File: src/rtl/sdcs_pkg.sv
package sdcs_pkg;

   localparam logic [4:0] CODE_J    = 5'b11000;
   localparam logic [4:0] CODE_K    = 5'b10001;
   localparam logic [4:0] CODE_T    = 5'b01101;
   localparam logic [4:0] CODE_R    = 5'b00111;
   localparam logic [4:0] CODE_IDLE = 5'b11111;
   localparam logic [3:0] PREAMBLE_NIB = 4'b0101;

   // classification of one received code group
   typedef enum logic [2:0] {
      CG_DATA, CG_J, CG_K, CG_T, CG_R, CG_IDLE, CG_BAD
   } cg_class_e;

   // receive stream state
   typedef enum logic [1:0] {
      ST_HUNT, ST_HALF_SSD, ST_FRAME, ST_HALF_ESD
   } rx_state_e;

   // 5-bit line code that carries a given data nibble
   function automatic logic [4:0] data_code(input logic [3:0] nib);
      logic [4:0] c;
      case (nib)
         4'h0: c = 5'b11110;
         4'h1: c = 5'b01001;
         4'h2: c = 5'b10100;
         4'h3: c = 5'b10101;
         4'h4: c = 5'b01010;
         4'h5: c = 5'b01011;
         4'h6: c = 5'b01110;
         4'h7: c = 5'b01111;
         4'h8: c = 5'b10010;
         4'h9: c = 5'b10011;
         4'hA: c = 5'b10110;
         4'hB: c = 5'b10111;
         4'hC: c = 5'b11010;
         4'hD: c = 5'b11011;
         4'hE: c = 5'b11100;
         default: c = 5'b11101;
      endcase
      return c;
   endfunction

endpackage

File: src/rtl/sdcs_cg_decode.sv
module sdcs_cg_decode
   import sdcs_pkg::*;
#(
   parameter int CG_WIDTH  = 5,
   parameter int NIB_WIDTH = 4
) (
   input  logic [CG_WIDTH-1:0]  code,
   output cg_class_e            cls,
   output logic [NIB_WIDTH-1:0] nib
);

   localparam int NUM_DATA = 1 << NIB_WIDTH;

   always_comb begin
      cls = CG_BAD;
      nib = '0;
      // data codes: search the sixteen-entry code space
      for (int i = 0; i < NUM_DATA; i++) begin
         if (code == data_code(4'(i))) begin
            cls = CG_DATA;
            nib = NIB_WIDTH'(i);
         end
      end
      // control codes never collide with data codes
      unique case (code)
         CODE_J:    cls = CG_J;
         CODE_K:    cls = CG_K;
         CODE_T:    cls = CG_T;
         CODE_R:    cls = CG_R;
         CODE_IDLE: cls = CG_IDLE;
         default:   ;
      endcase
   end

endmodule

File: src/rtl/sdcs_frame_fsm.sv
module sdcs_frame_fsm
   import sdcs_pkg::*;
#(
   parameter int NIB_WIDTH = 4
) (
   input  logic                 clk,
   input  logic                 rst_n,
   input  logic                 valid,
   input  cg_class_e            cls,
   input  logic [NIB_WIDTH-1:0] nib,
   output logic                 stream_crs,
   output logic                 dv,
   output logic [NIB_WIDTH-1:0] data,
   output logic                 err,
   output logic                 false_cs,
   output logic                 tail_load,
   output logic                 tail_clear
);

   rx_state_e state;

   // side signals for the carrier-tail counter
   assign tail_load  = valid && (state == ST_HALF_ESD) && (cls == CG_R);
   assign tail_clear = valid && (state == ST_HALF_SSD) && (cls == CG_K);

   always_ff @(posedge clk or negedge rst_n) begin
      if (!rst_n) begin
         state      <= ST_HUNT;
         stream_crs <= 1'b0;
         dv         <= 1'b0;
         data       <= '0;
         err        <= 1'b0;
         false_cs   <= 1'b0;
      end else begin
         err      <= 1'b0;
         false_cs <= 1'b0;
         if (valid) begin
            unique case (state)
               ST_HUNT: begin
                  if (cls == CG_J) state <= ST_HALF_SSD;
               end
               ST_HALF_SSD: begin
                  if (cls == CG_K) begin
                     state      <= ST_FRAME;
                     stream_crs <= 1'b1;
                     dv         <= 1'b1;
                     data       <= NIB_WIDTH'(PREAMBLE_NIB);
                  end else begin
                     state    <= ST_HUNT;
                     false_cs <= 1'b1;
                  end
               end
               ST_FRAME: begin
                  unique case (cls)
                     CG_DATA: begin
                        dv   <= 1'b1;
                        data <= nib;
                     end
                     CG_T: begin
                        state <= ST_HALF_ESD;
                        dv    <= 1'b0;
                        data  <= '0;
                     end
                     CG_IDLE: begin
                        state      <= ST_HUNT;
                        stream_crs <= 1'b0;
                        dv         <= 1'b0;
                        data       <= '0;
                        err        <= 1'b1;
                     end
                     default: begin
                        dv   <= 1'b1;
                        data <= '0;
                        err  <= 1'b1;
                     end
                  endcase
               end
               default: begin
                  // ST_HALF_ESD
                  state      <= ST_HUNT;
                  stream_crs <= 1'b0;
                  if (cls != CG_R) err <= 1'b1;
               end
            endcase
         end
      end
   end

endmodule

File: src/rtl/sdcs_crs_tail.sv
module sdcs_crs_tail #(
   parameter int CRS_TAIL = 1
) (
   input  logic clk,
   input  logic rst_n,
   input  logic step,
   input  logic load,
   input  logic clear,
   output logic hold
);

   localparam int TAIL_W = (CRS_TAIL < 1) ? 1 : $clog2(CRS_TAIL + 1);

   generate
      if (CRS_TAIL == 0) begin : g_no_tail
         logic unused_tail_inputs;
         assign unused_tail_inputs = ^{clk, rst_n, step, load, clear};
         assign hold = 1'b0;
      end else begin : g_tail
         logic [TAIL_W-1:0] cnt;
         always_ff @(posedge clk or negedge rst_n) begin
            if (!rst_n) begin
               cnt <= '0;
            end else if (load) begin
               cnt <= TAIL_W'(CRS_TAIL);
            end else if (clear) begin
               cnt <= '0;
            end else if (step && (cnt != '0)) begin
               cnt <= cnt - 1'b1;
            end
         end
         assign hold = (cnt != '0);
      end
   endgenerate

endmodule

File: src/rtl/stream_delim_cs.sv
module stream_delim_cs
   import sdcs_pkg::*;
#(
   parameter int CG_WIDTH  = 5,
   parameter int NIB_WIDTH = 4,
   parameter int CRS_TAIL  = 1
) (
   input  logic                 clk,
   input  logic                 rst_n,
   input  logic                 cg_valid,
   input  logic [CG_WIDTH-1:0]  cg_data,
   output logic                 crs,
   output logic                 rx_dv,
   output logic                 rx_er,
   output logic [NIB_WIDTH-1:0] rxd,
   output logic                 false_carrier
);

   generate
      if (CG_WIDTH != 5) begin : g_bad_cg_width
         $error("stream_delim_cs: CG_WIDTH must be 5");
      end
      if (NIB_WIDTH != 4) begin : g_bad_nib_width
         $error("stream_delim_cs: NIB_WIDTH must be 4");
      end
      if (CRS_TAIL < 0) begin : g_bad_tail
         $error("stream_delim_cs: CRS_TAIL must not be negative");
      end
   endgenerate

   cg_class_e            cls;
   logic [NIB_WIDTH-1:0] nib;
   logic                 stream_crs;
   logic                 tail_load;
   logic                 tail_clear;
   logic                 tail_hold;

   sdcs_cg_decode #(
      .CG_WIDTH  (CG_WIDTH),
      .NIB_WIDTH (NIB_WIDTH)
   ) u_decode (
      .code (cg_data),
      .cls  (cls),
      .nib  (nib)
   );

   sdcs_frame_fsm #(
      .NIB_WIDTH (NIB_WIDTH)
   ) u_fsm (
      .clk        (clk),
      .rst_n      (rst_n),
      .valid      (cg_valid),
      .cls        (cls),
      .nib        (nib),
      .stream_crs (stream_crs),
      .dv         (rx_dv),
      .data       (rxd),
      .err        (rx_er),
      .false_cs   (false_carrier),
      .tail_load  (tail_load),
      .tail_clear (tail_clear)
   );

   sdcs_crs_tail #(
      .CRS_TAIL (CRS_TAIL)
   ) u_tail (
      .clk   (clk),
      .rst_n (rst_n),
      .step  (cg_valid),
      .load  (tail_load),
      .clear (tail_clear),
      .hold  (tail_hold)
   );

   assign crs = stream_crs | tail_hold;

endmodule

File: config.mk
export PLATFORM = sky130hd
export DESIGN_NAME = stream_delim_cs
export DESIGN_NICKNAME = d
export VERILOG_FILES = /design/src/rtl/sdcs_pkg.sv /design/src/rtl/sdcs_cg_decode.sv /design/src/rtl/sdcs_frame_fsm.sv /design/src/rtl/sdcs_crs_tail.sv /design/src/rtl/stream_delim_cs.sv
export SDC_FILE = /design/constraint.sdc
export NUM_CORES = 1
export LEC_CHECK = 0
export CORE_ASPECT_RATIO = 1.2
export CORE_MARGIN = 2
export CORE_UTILIZATION = 30
export CTS_CLUSTER_SIZE = 25
export DETAILED_ROUTE_END_ITERATION = 10
export PLACE_DENSITY = 0.62
export SLEW_MARGIN = 15
export SYNTH_ARGS = -nofsm -noshare
export SYNTH_HDL_FRONTEND = slang
export SYNTH_SLANG_ARGS = --single-unit
File: constraint.sdc
create_clock -name clk -period 3.8 [get_ports clk]
set_input_delay 0.76 -clock clk [delete_from_list [all_inputs] [get_ports clk]]
set_output_delay 0.76 -clock clk [all_outputs]
set_load 0.02 [all_outputs]
# Word level (Yosys, flattened, before mapping)
# Cells that the tools add are included.
# classes
n_addsub,1
n_mul,0
div,0
n_eq_ne,34
bitwise_logic,2
order_cmp,0
n_mux,54
shift,0
n_reduce_logical,15
# ops
operator,count
"5-bit == test, second input constant",14
3-bit 2-to-1 mux,20
4-bit 2-to-1 mux,10
"5-bit by 4-bit == test with 1-bit output, second input constant",6
3-bit case mux with 5 select lines,1
1-bit 2-to-1 mux,13
2-bit 2-to-1 mux,4
4-bit case mux with 2 select lines,1
"3-bit by 2-bit == test with 1-bit output, second input constant",2
"3-bit == test, second input constant",2
"3-bit inequality test, second input constant",2
2-bit case mux with 3 select lines,1
3-bit AND reduction,2
2-bit OR reduction,3
"5-bit by 3-bit == test with 1-bit output, second input constant",1
1-bit logical AND,5
"2-bit == test, second input constant",2
"2-bit inequality test, second input constant",2
1-bit case mux with 2 select lines,2
2-bit case mux with 2 select lines,1
4-bit AND reduction,1
"3-bit by 1-bit == test with 1-bit output, second input constant",1
3-bit zero test,1
1-bit case mux with 3 select lines,1
8 further kinds,8
# word_totals
mem_count,0
word_cells,113
latchBits,0
romBits,0
output_inout_bits,8
in_bits,8
ff_bits,11
mem_bits_rw,0

# Longest topological paths before layout
# Gate-level depths: netlist of run 1.
# depth
word_depth,23
depth_mapped,5

# By module
# A second synthesis of run 1 with hierarchy kept.
# hier_totals
cells_unflattened,89
area_unflattened_um2,852.1
# modules_own_cells
module,cells_each,n_inst,area_each_um2
sdcs_frame_fsm,50,1,574.3
sdcs_cg_decode,35,1,232.7
sdcs_crs_tail,3,1,38.8
stream_delim_cs,1,1,6.3

# Least setup slack after synthesis of run 1
# OpenSTA, ideal clock, no wires.
# synth_timing
kind,input port to flip-flop
startpoint,input port cg_data[2]
endpoint,register u_fsm.data[1]
setup_ps,130
path_stages,4
arrival_time_ps,1568
t_required_ps,3670
slack_ps,2102
path_cell_list,nand4bb_1 > or4_1 > a21oi_1 > a21oi_1
# synth_via
elab_chain_len,21
elab_cells_between_ends,58
# synth_rtl
item,line,text
"start, declared",stream_delim_cs.sv:11,"input logic [CG_WIDTH-1:0] cg_data,"
5-bit == test,sdcs_cg_decode.sv:19,if (code == data_code(4'(i))) begin
3-bit 2-to-1 mux (16 in series),sdcs_cg_decode.sv:19,
3-bit case mux with 5 select lines,sdcs_cg_decode.sv:25,unique case (code)
3-bit by 2-bit == test with 1-bit output or 3-bit zero test (tied branches),"sdcs_frame_fsm.sv:43, sdcs_frame_fsm.sv:54",
2-bit inequality test (no source line) or 4-bit 2-to-1 mux (tied branches),--,
3-bit AND reduction (no source line) or 4-bit case mux with 2 select lines (tied branches),--,
"end signal, assigned",sdcs_frame_fsm.sv:47,data <= NIB_WIDTH'(PREAMBLE_NIB);
"end signal, assigned",sdcs_frame_fsm.sv:57,data <= nib;
"end, declared",sdcs_frame_fsm.sv:13,"output logic [NIB_WIDTH-1:0] data,"
# Several ways; a longest one is shown, not always the timed one.
# A chain may end at the register's enable or synchronous reset.

# Worst setup path after layout of run 1
# layout_timing
startpoint,input port cg_data[4]
endpoint,register u_fsm.data[1]
# Same word-level chain as after synthesis.

==> impl_metrics.json, run 1 <==
{
  "clockBufferDepth": 2,
  "period_needed_ps": 2260,
  "grt_overflow_total": 0,
  "root_buffer": "sky130_fd_sc_hd__clkbuf_4",
  "drt_iter0_drc": 12,
  "finalSetupTns_ps": 0,
  "setup_slack_of_the_worst_register_to_register_path_ps": 2420,
  "fill_cells": 231,
  "multi_input_area_sq_um": 358,
  "placeableCoreArea_sq_um": 2090,
  "drc": 0,
  "clock.fmax_mhz": 443,
  "hpwl_dp_um": 1060,
  "worst_path_buf_inv": 1,
  "power.static_leakage_nw": 0.339,
  "netlist.top_cell.by_area": "sky130_fd_sc_hd__dfrtp_1",
  "cellPowerDensity_nw_per_um2": 437,
  "synth_cell_type_count": 32,
  "finalHoldViolations": 0,
  "rsz0062_at_grt": "no",
  "clock_sinks": 11,
  "die_w_um": 47.5,
  "synth.most_common_cell": "sky130_fd_sc_hd__dfrtp_1",
  "area.sequential_sq_um": 275,
  "postSynthRegisterBits": 11,
  "holdPathEnd": "u_tail.hold$_DFFE_PN0P_",
  "worstPathArrival_ps": 2390,
  "netlist.area_leader.share_pct": 40.4,
  "whs_ps": 514,
  "critical-path-top-cell-by-count": "sky130_fd_sc_hd__a21oi_1",
  "cts_tree": "built",
  "design.portCount": 16,
  "syn-num-nets": 88,
  "route.antenna.remaining_nets": 0,
  "min_path_cells": 1,
  "p_total_mw": 0.375,
  "groute.usage.overall_pct": 12.2,
  "postCtsSetupRepairBufs": 0,
  "synthSimpleGateAreaFrac_pct": 28.8,
  "post_synthesis_share_of_cell_area_spent_on_xor_and_xnor_gates_pct": 5.14,
  "tightestPinTransition_ps": 488,
  "number_of_enable_flip_flop_cells_after_synthesis": 0,
  "synth_area_leaders": "sky130_fd_sc_hd__dfrtp_1 40%, sky130_fd_sc_hd__a21oi_1 4.4%, sky130_fd_sc_hd__o21ai_0 4.4%, sky130_fd_sc_hd__nand2_1 4.4%, sky130_fd_sc_hd__xnor2_1 3.9%",
  "placementRows": 18,
  "postRouteWirelength_um": 1390,
  "status": "complete, no violations",
  "worstSetupPathType": "input pin to flop",
  "cts_hold_bufs": 0,
  "synth.mux.area_fraction_pct": 0,
  "clock-skew-final_ps": 1.61,
  "critical_path.endpoint_type": "flop",
  "drt_pre_antenna_iters": 4,
  "synth-async-reset-ratio_pct": 100,
  "synthFlopType": "sky130_fd_sc_hd__dfrtp_1",
  "total_of_cells_resized_after_clock_tree_synthesis": 0,
  "reg2reg_from": "u_fsm.state[1]$_DFFE_PN0P_",
  "synth_common_cells": "11 x sky130_fd_sc_hd__dfrtp_1, 8 x sky130_fd_sc_hd__nand2_1, 6 x sky130_fd_sc_hd__a21oi_1, 6 x sky130_fd_sc_hd__o21ai_0, 5 x sky130_fd_sc_hd__nand3_1",
  "crit_chain": "clkdlybuf4s50_1 > nand4bb_1 > or4_1 > a21oi_1 > a21oi_1",
  "die_area_sq_um": 2670,
  "critical_path.slowest_cell": "sky130_fd_sc_hd__clkdlybuf4s50_1",
  "post-route-period-util_pct": 59.4,
  "diodes": 0,
  "slew_viol_final": 0,
  "final_design_area_no_fill_sq_um": 858,
  "via_count_of_the_first_global_routing_pass": 571,
  "detail_route.wl_per_cell_um": 11.4,
  "post_dp_cell_area_sq_um": 832,
  "cp_max_fo": 13,
  "die_h_um": 56.2,
  "grt_first_pass_wirelength_um": 2400,
  "critPathRequiredTime_ps": 3930,
  "cap_viol_max_count": 0,
  "setup_viol": 0,
  "areaGrowthSynthToFinish_pct": 25.9,
  "cp_peak_stage_delay_ps": 740,
  "nets": 101,
  "clkLatencyLatePin_ps": 260,
  "post_synth_instance_area_sq_um": 682,
  "synth_seq_area_share_pct": 40.4,
  "port-buffer-count": 15,
  "avgSynthCellArea_sq_um": 8.52,
  "grt_antenna_before_repair": 0,
  "cts.htree.levels": 1,
  "synth_fa_ha_area_share_pct": 0,
  "route.vias.total": 622,
  "postLayoutCoreUtil_pct": 41.0,
  "syn_inst": 80,
  "hold_path_startpoint": "u_tail.hold$_DFFE_PN0P_",
  "fraction_of_final_layout_cells_with_drive_strength_greater_than_1_pct": 5.43,
  "globalplace.congestion": 0.844,
  "total_of_warnings_raised_by_yosys": 0,
  "hp-class": "flop to flop",
  "ff_to_ff_path_depth": 4,
  "vdd_ir_drop_max_uv": 143,
  "clk_pin_slew_worst_paths_ps": 60,
  "cts_inserted_buffers": 3,
  "cell_family_contributing_the_most_delay_on_the_critical_path": "buffers and inverters",
  "r2r_end": "u_fsm.dv$_DFFE_PN0P_",
  "setup.worst_path.start_class": "input pin",
  "synth-compound-area-share_pct": 18.5,
  "initial_standard_cell_utilization_of_the_core_pct": 32.6,
  "max-slew-margin-rel_pct": 67.4,
  "largest_net_degree_at_the_start_of_global_routing": 14,
  "synth_top_family_by_area": "simple AND/OR/NAND/NOR gates",
  "routed_via_density": 5.10
}
==> registers in the layout (all words and copies together), names as in the netlist <==
name and flops:
u_fsm.data 4, u_fsm.state 2, u_tail.hold 1, u_fsm.false_cs 1
u_fsm.stream_crs 1, u_fsm.dv 1, u_fsm.err 1
==> final cells by class <==
cell class	count	share of cell area [%]
tap	30	4.37
timing repair buffer	15	17.5
sequential	11	32.1
multi-input combinational	59	41.7
inverter	3	1.31
clock buffer	4	3.06
==> layout by cell type, fill, tap and decap left out, types with 2 or more instances in the layout <==
cell,Yosys,layout
sky130_fd_sc_hd__clkdlybuf4s50_1,0,15
sky130_fd_sc_hd__dfrtp_1,11,11
sky130_fd_sc_hd__nand2_1,8,8
sky130_fd_sc_hd__o21ai_0,6,6
sky130_fd_sc_hd__a21oi_1,6,6
sky130_fd_sc_hd__nand3_1,5,5
sky130_fd_sc_hd__nor2_1,3,3
sky130_fd_sc_hd__inv_1,3,3
sky130_fd_sc_hd__and2_1,3,3
sky130_fd_sc_hd__xnor2_1,3,3
sky130_fd_sc_hd__clkbuf_4,0,3
sky130_fd_sc_hd__and3_1,2,2
sky130_fd_sc_hd__a31oi_1,2,2
sky130_fd_sc_hd__or4_1,2,2
sky130_fd_sc_hd__nand4_1,2,2
sky130_fd_sc_hd__o22ai_1,2,2
==> per-layer routing <==
metal	track usage, %	vias to the layer above	routed length (um)
met1	15.2	289	621
met5	0	-	0
met3	0.974	2	58
li1	-	314	-
met2	18.9	17	679
met4	8.33	0	27
==> worst max path at each step <==
stage          startpoint                        end  slack (ps)  cells past startpoint
2_1_floorplan  cg_data[2]  u_fsm.data[1]$_DFFE_PN0P_        2100                      4
3_3_place_gp   cg_data[4]  u_fsm.data[1]$_DFFE_PN0P_        1300                      5
3_5_place_dp   cg_data[4]  u_fsm.data[1]$_DFFE_PN0P_        1280                      5
4_1_cts        cg_data[4]  u_fsm.data[1]$_DFFE_PN0P_        1550                      5
5_1_grt        cg_data[4]  u_fsm.data[3]$_DFFE_PN0P_        1430                      5
6_report       cg_data[4]  u_fsm.data[1]$_DFFE_PN0P_        1540                      5
==> where the power goes <==
part	leakage (nW)	internal (mW)	total, mW	switching (mW)
clock network	0.0150	0.0405	0.0748	0.0344
logic	0.185	0.0739	0.143	0.0686
registers	0.139	0.141	0.158	0.0174
total	0.339	0.255	0.375	0.120
==> through the flow <==
| stage | instances | setup WS, ps |
|---|---|---|
| after floorplan | 80 | 2100 |
| after detailed placement | 118 | 1280 |
| final | 122 | 1540 |
| after global routing | 122 | 1430 |
| after CTS | 122 | 1550 |
| after global placement | 118 | 1300 |
==> cell families after synthesis <==
logic type | Yosys count
AND/OR/NAND/NOR | 34
AO/OA/AOI/OAI | 21
flip-flops | 11
buffers and inverters | 10
XOR/XNOR | 4
Power figures use the tool's default switching activity.
==> run 2: changes to the inputs <==
==> constraint.sdc (replaced) <==
create_clock -name clk -period 2.21 [get_ports clk]
set_input_delay 0.442 -clock clk [delete_from_list [all_inputs] [get_ports clk]]
set_output_delay 0.442 -clock clk [all_outputs]
set_load 0.02 [all_outputs]
==> impl_metrics.json, run 2 (same netlist as run 1, synthesis figures left out) <==
{
  "cap_viol_max_count": 0,
  "period_needed_ps": 1890,
  "setup_viol": 0,
  "cts_hold_bufs": 0,
  "vdd_ir_drop_max_uv": 229,
  "largest_registers": "u_fsm.data (4), u_fsm.state (2)",
  "drt_iter0_drc": 21,
  "critical_path.slowest_cell": "sky130_fd_sc_hd__clkdlybuf4s50_1",
  "clock_sinks": 11,
  "setup.worst_path.start_class": "flop",
  "finalSetupTns_ps": 0,
  "cp_peak_stage_delay_ps": 530,
  "areaGrowthSynthToFinish_pct": 29.2,
  "clk_pin_slew_worst_paths_ps": 70,
  "drt_pre_antenna_iters": 4,
  "power.static_leakage_nw": 0.353,
  "drc": 0,
  "initial_standard_cell_utilization_of_the_core_pct": 32.6,
  "die_area_sq_um": 2670,
  "final.setup.worst_slack_ps": 318,
  "grt_first_pass_wirelength_um": 2350,
  "cts_tree": "built",
  "critPathRequiredTime_ps": 1770,
  "clock-skew-final_ps": 6.98,
  "placementRows": 18,
  "die_w_um": 47.5,
  "routed_via_density": 5.06,
  "critical_path.endpoint_type": "output pin",
  "total_of_cells_resized_after_clock_tree_synthesis": 0,
  "pre_cts_slack_ps": 182,
  "post-route-period-util_pct": 85.6,
  "hp-class": "input pin to asynchronous set/reset pin",
  "diodes": 0,
  "clock.fmax_mhz": 529,
  "die_h_um": 56.2,
  "tightestPinTransition_ps": 483,
  "worstSetupPathType": "flop to output pin",
  "grt_antenna_before_repair": 0,
  "slew_viol_final": 0,
  "placeableCoreArea_sq_um": 2090,
  "rsz0062_at_grt": "no",
  "cellPowerDensity_nw_per_um2": 741,
  "route.antenna.remaining_nets": 0,
  "max-slew-margin-rel_pct": 67.5,
  "grt_overflow_total": 0,
  "p_total_mw": 0.652,
  "root_buffer": "sky130_fd_sc_hd__clkbuf_4",
  "status": "complete, no violations",
  "clkLatencyLatePin_ps": 260,
  "largest_reg_flops": 4,
  "r2r_end": "u_fsm.dv$_DFFE_PN0P_",
  "setup_slack_of_the_worst_register_to_register_path_ps": 840,
  "hpwl_dp_um": 1090,
  "postCtsSetupRepairBufs": 0,
  "ff_to_ff_path_depth": 4,
  "detail_route.wl_per_cell_um": 11.2,
  "postRouteWirelength_um": 1400,
  "globalplace.congestion": 0.872,
  "crit_chain": "or2_2 > clkdlybuf4s50_1",
  "clockBufferDepth": 2,
  "fraction_of_final_layout_cells_with_drive_strength_greater_than_1_pct": 8.42,
  "reg2reg_from": "u_fsm.state[1]$_DFFE_PN0P_",
  "worstPathArrival_ps": 1450,
  "most-common-layout-cells": "15 x sky130_fd_sc_hd__clkdlybuf4s50_1, 11 x sky130_fd_sc_hd__dfrtp_1, 8 x sky130_fd_sc_hd__nand2_1",
  "groute.usage.overall_pct": 11.7,
  "largest_net_degree_at_the_start_of_global_routing": 13,
  "nets": 104,
  "design.portCount": 16,
  "postLayoutCoreUtil_pct": 42.1,
  "register_with_the_most_flip_flops": "u_fsm.data",
  "cts_inserted_buffers": 3,
  "route.vias.total": 632,
  "layout_commonest_cell": "sky130_fd_sc_hd__clkdlybuf4s50_1",
  "cts.htree.levels": 1,
  "via_count_of_the_first_global_routing_pass": 547,
  "fill_cells": 218,
  "finalHoldViolations": 0,
  "port-buffer-count": 15,
  "cp_max_fo": 2
}
==> run 2: worst max-delay path, delay by kind of cell, from the launching register on <==
kind | cells | cell delay [ps]
simple gates | 1 | 290
buf+inv | 1 | 530
flops | 1 | 380
==> run 2: power breakdown <==
group / switching [mW] / internal [mW] / leakage [nW]
registers: 0.0308 / 0.242 / 0.139
clock network: 0.0611 / 0.0696 / 0.0150
logic: 0.119 / 0.131 / 0.200
==> run 2: worst max path at each step <==
stage,cells after the start,slack (ps),endpoint,startpoint
3_3_place_gp,4,170,u_fsm.data[0]$_DFFE_PN0P_,cg_data[3]
4_1_cts,2,310,crs,u_tail.hold$_DFFE_PN0P_
6_report,2,320,crs,u_tail.hold$_DFFE_PN0P_
5_1_grt,2,250,crs,u_tail.hold$_DFFE_PN0P_
3_5_place_dp,4,180,u_fsm.data[1]$_DFFE_PN0P_,cg_data[3]
2_1_floorplan,4,830,u_fsm.data[1]$_DFFE_PN0P_,cg_data[2]
==> run 2: area by class of cell <==
type                            instances  area (sq um)  area share, %
Clock buffer                            4          26.3           2.98
Multi-Input combinational cell         59           358           40.6
Sequential cell                        11           275           31.2
Inverter                                3          11.3           1.28
Timing Repair Buffer                   18           173           19.6
Tap cell                               30          37.5           4.26
==> run 2: stage by stage <==
| stage | instance area, sq um | std cells | hold WS, ps |
|---|---|---|---|
| after floorplan | 682 | 80 | 146 |
| after global routing | 881 | 125 | 542 |
| final | 881 | 125 | 505 |
| after CTS | 881 | 125 | 514 |
| after global placement | 855 | 121 | 498 |
| after detailed placement | 855 | 121 | 499 |
==> run 2: routing by layer <==
layer	track usage, %	part of all wire (%)
met3	0.974	2.7
met4	7.14	1.9
met2	16.4	47
met5	0	0
met1	16.7	49
